--- src/rtl/frame_drain_gate.sv ---
module frame_drain_gate #(
  parameter int CFG_W = 8,
  parameter int PEND_W = 6,
  parameter logic [2*CFG_W-1:0] RST_THR = 'h01A4
) (
  input  logic              clk,
  input  logic              rst_n,
  input  logic              cfg_wr,
  input  logic              cfg_hi,
  input  logic [CFG_W-1:0]  cfg_data,
  input  logic              wr_en,
  input  logic              wr_eof,
  input  logic              rd_en,
  input  logic              rd_eof,
  output logic              rd_ok,
  output logic [2*CFG_W-1:0] frm_bytes
);
  localparam int CNT_W = 2 * CFG_W;
  localparam logic [CNT_W-1:0] CNT_MAX = '1;
  localparam logic [CNT_W-1:0] CNT_ONE = 1;
  localparam logic [PEND_W-1:0] PEND_ONE = 1;

  logic [CNT_W-1:0]  thr_prog, thr_act, cnt_q;
  logic [PEND_W-1:0] pend_q;
  logic              pend_inc, pend_dec, thr_met;

  assign pend_inc  = wr_en & wr_eof;
  assign pend_dec  = rd_en & rd_ok & rd_eof;
  assign thr_met   = (cnt_q != '0) && (cnt_q >= thr_act);
  assign rd_ok     = (pend_q != '0) | thr_met;
  assign frm_bytes = cnt_q;

  always_ff @(posedge clk) begin
    if (!rst_n) begin
      thr_prog <= RST_THR;
    end else if (cfg_wr) begin
      if (cfg_hi) thr_prog[CNT_W-1:CFG_W] <= cfg_data;
      else        thr_prog[CFG_W-1:0]     <= cfg_data;
    end
  end

  always_ff @(posedge clk) begin
    if (!rst_n)              thr_act <= RST_THR;
    else if (cnt_q == '0)    thr_act <= thr_prog;
  end

  always_ff @(posedge clk) begin
    if (!rst_n)                    cnt_q <= '0;
    else if (wr_en && wr_eof)      cnt_q <= '0;
    else if (wr_en && cnt_q != CNT_MAX) cnt_q <= cnt_q + CNT_ONE;
  end

  always_ff @(posedge clk) begin
    if (!rst_n)                     pend_q <= '0;
    else if (pend_inc && !pend_dec) pend_q <= pend_q + PEND_ONE;
    else if (!pend_inc && pend_dec) pend_q <= pend_q - PEND_ONE;
  end

  a_r3_step: assert property (@(posedge clk) disable iff (!rst_n)
    (wr_en && !wr_eof && cnt_q != CNT_MAX) |=> frm_bytes == $past(frm_bytes) + CNT_ONE);
  a_r3_eof_clear: assert property (@(posedge clk) disable iff (!rst_n)
    (wr_en && wr_eof) |=> frm_bytes == '0);
  a_r8_saturate: assert property (@(posedge clk) disable iff (!rst_n)
    (wr_en && !wr_eof && cnt_q == CNT_MAX) |=> frm_bytes == CNT_MAX);
  a_r5_eof_release: assert property (@(posedge clk) disable iff (!rst_n)
    (wr_en && wr_eof) |=> rd_ok);
  a_r6_hold: assert property (@(posedge clk) disable iff (!rst_n)
    (rd_en && rd_ok && !rd_eof) |=> rd_ok);
  a_r9_thr_frozen: assert property (@(posedge clk) disable iff (!rst_n)
    (cnt_q != '0) |=> $stable(thr_act));
  a_r10_queued: assert property (@(posedge clk) disable iff (!rst_n)
    (rd_en && rd_ok && rd_eof && pend_q > PEND_ONE) |=> rd_ok);
endmodule

--- config.mk ---
export PLATFORM = sky130hd
export DESIGN_NAME = frame_drain_gate
export DESIGN_NICKNAME = d
export VERILOG_FILES = /design/src/rtl/frame_drain_gate.sv
export SDC_FILE = /design/constraint.sdc
export NUM_CORES = 1
export LEC_CHECK = 0
export ABC_AREA = 1
export BUFFER_PORTS_ARGS = -buffer_cell sky130_fd_sc_hd__buf_2
export CAP_MARGIN = 20
export CORE_MARGIN = 4
export CORE_UTILIZATION = 30
export CTS_BUF_LIST = sky130_fd_sc_hd__clkbuf_8
export CTS_CLUSTER_DIAMETER = 40
export DETAILED_ROUTE_END_ITERATION = 16
export GPL_TIMING_DRIVEN = 0
export REMOVE_ABC_BUFFERS = 1
export SYNTH_ARGS = -nofsm -noshare
export SYNTH_HDL_FRONTEND = slang
export SYNTH_SLANG_ARGS = --single-unit
--- constraint.sdc ---
create_clock -name clk -period 7.15 [get_ports clk]
set_input_delay 0.715 -clock clk [delete_from_list [all_inputs] [get_ports clk]]
set_output_delay 0.715 -clock clk [all_outputs]
set_load 0.02 [all_outputs]
==> impl_results.md <==
- Ranking of synthesized cells by area: dfxtp_1 (34%), nand2_1 (9.5%), ha_1 (9.0%)
- Largest net degree at the start of global routing: 35
- # clock sinks: 54
- Die H: 111 µm
- Setup CP Type: reg -> reg
- Fin crit period: 3.33 ns
- Crit path launch: frm_bytes[0]
- R2R cell count: 18
- Worst vdd ir: 0.0000821 V
- Sw Share: 0.313
- Final wirelength: 6600 µm
- Syn avg cell area: 7.41 µm²
- Count of final hold-check violations: 0
- Layout cells sized above 1: 0.180
- TritonCTS clock tree: built
- Initial antenna violation count: 0
- Row Count: 37
- Num CTS Buffers: 5
- Register area share after synthesis: 0.339
- All-Layer GR Usage: 0.113
- CTS Hold Bufs: 0
- Clock power frac: 0.272
- Total power: 682 µW
- Vias per cell: 4.54
- Ports: 33
- Hold wc startpoint: thr_act[2]
- Synthesis-to-finish area growth: 11.1%
- Detailed-route DRC error count: 0
- Worst Slack Setup Final: 3.82 ns
- Worst-margin pin slew: 0.680 ns
- Post-synth top area share: 0.339
- Critical Path Start Type: flip-flop
- Drt wl/cell: 11.2 µm
- Post-cts gate resize count: 0
- Vias in the first global route: 2642
- CTS H-tree depth: 2
- Antenna-violating nets left: 0
- Ys async rst share: 0
- Min Hold Slack: 0.469 ns
- Area leader, netlist: dfxtp_1
- Total of warnings raised by yosys: 0
- Drt initial violations: 128
- ANT cells: 0
- Cells after synthesis: 430
- WHS Path Cells: 2
- Pleak: 1.62 nW
- Synthesized cell area: 3190 µm²
- R2r setup slk: 3.82 ns
- Setup crit end kind: flip-flop
- First-pass DRT Iterations: 4
- Final Slew Violations: 0
- Fmax: 300 MHz
- Setup TNS: 0 ns
- Clock latency on the worst-skew pair: 0.31 ns
- Synthesis-stage register bit count: 54
- Dpl hpwl: 5090 µm
- CP arrival: 3.54 ns
- Clock Root Buffer: clkbuf_8
- Worst Skew: 0.00565 ns
- Post-layout util: 0.343
- Psw: 213 µW
- Share of power burned in registers: 0.501
- Via Count: 2689
- FF-to-FF End: pend_q[4]
- Initial Util: 0.309
- Grt total ovfl: 0
- Setup WS pre-CTS: 3.81 ns
- Top cells by count, synth: nand2_1 (81), dfxtp_1 (54), nor2_1 (53)
- Max Fanout on Critical Path: 18
- Count of final setup violators: 0
- GPL Wtd Cong: 0.788
- Hold endpoint: thr_act[2]
- Worst hold path class: reg -> reg
- Power share of the combinational group: 0.227
- Die X: 111 µm
- Number of synthesized flops with an enable pin: 0
- P_int: 469 µW
- Most frequent cell after synthesis: nand2_1
- Core ar.: 10300 µm²
- RSZ-0062 raised after global routing: false
- Die area: 12300 µm²
- Setup Fix Bufs, Post-CTS: 0
- Max Cap Viol: 0
- Final Cycle Share: 0.466
- PortBufs: 32
- Slew HR: 0.546
- Ys flop type: dfxtp_1
- Cell area power density: 193 nW/µm²
- Clk slew on worst S/H paths: 0.10 ns
- CTS Buffer Depth: 2
- R2r startpoint: frm_bytes[0]
- Status: finished, final reports clean
- Netlist cell types: 35
- Global-route wire length before repair: 11900 µm
- WP data required: 7.36 ns
- Total Nets Final: 495
[metal layers]
metal	vias to the layer above	wire length (µm)	track usage
li1	1438	-	-
met5	-	0	0
met4	0	63	0.0268
met2	36	2970	0.193
met3	5	249	0.0224
met1	1210	3320	0.146
[worst max path at each step]
stage                endpoint  cells past startpoint  slack, ns
finish              pend_q[4]                     18       3.82
detailed placement  pend_q[4]                     18       3.81
floorplan           pend_q[4]                     17       3.82
global placement    pend_q[4]                     16       3.35
CTS                 pend_q[4]                     18       3.78
global route        pend_q[4]                     18       3.42
[power groups by stage]
stage	Sequential [mW]	Combinational (mW)	Clock, mW
global placement	0.348	0.150	0
CTS	0.342	0.157	0.193
global route	0.346	0.183	0.203
detailed placement	0.349	0.157	0
floorplan	0.345	0.119	0
finish	0.342	0.155	0.185
[kinds of logic after synthesis]
| kind of cell | share of synthesized area |
|---|---|
| DFF | 0.339 |
| xor gates and xnor gates | 0.0357 |
| and+or+nand+nor | 0.306 |
| buffers and inverters | 0.103 |
| adders and majority gates | 0.0966 |
| AOI/OAI and AO/OA | 0.120 |
[metrics by stage]
| stage | instance area, µm² | std cells |
|---|---|---|
| floorplan | 3060 | 414 |
| global placement | 3390 | 582 |
| detailed placement | 3440 | 584 |
| CTS | 3540 | 592 |
| global route | 3540 | 592 |
| finish | 3540 | 592 |
[worst max-delay path, stage by stage, from the launching register on]
cell,delay (ns)
dfxtp_1,0.39
inv_1,0.13
ha_1,0.19
nand4_2,0.13
nor4_4,0.52
buf_8,0.24
nand2_2,0.10
nand2_1,0.10
nand2_1,0.08
nand2_1,0.07
ha_1,0.18
inv_1,0.12
fa_1,0.42
nand2_1,0.07
nand2_1,0.06
a21oi_1,0.16
xnor2_1,0.08
o21ai_0,0.15
inv_1,0.05
[sequential cells by signal (all words and copies together), names as in the netlist]
register / flops
thr_act: 16
frm_bytes: 16
pend_q: 6
thr_prog: 16
[layout make-up]
class / instances / area [µm²]
clock buffers: 6 / 82.6
clock inverters: 2 / 16.3
fillers: 1093 / 6780
inverters: 54 / 203
multi-input cells: 306 / 1780
flip-flops and latches: 54 / 1080
well taps: 136 / 170
repair buffers: 34 / 203
[placed cells by master (no fill, tap or decap), types with 9 or more instances in the layout]
master,count
nand2_1,81
dfxtp_1,54
nor2_1,53
inv_1,49
buf_2,32
nand3_1,28
a21oi_1,25
ha_1,23
o21ai_0,18
a21oi_2,14
nand3b_1,11
xor2_1,10
nand2_2,9
(Power assumes the default switching activity.)
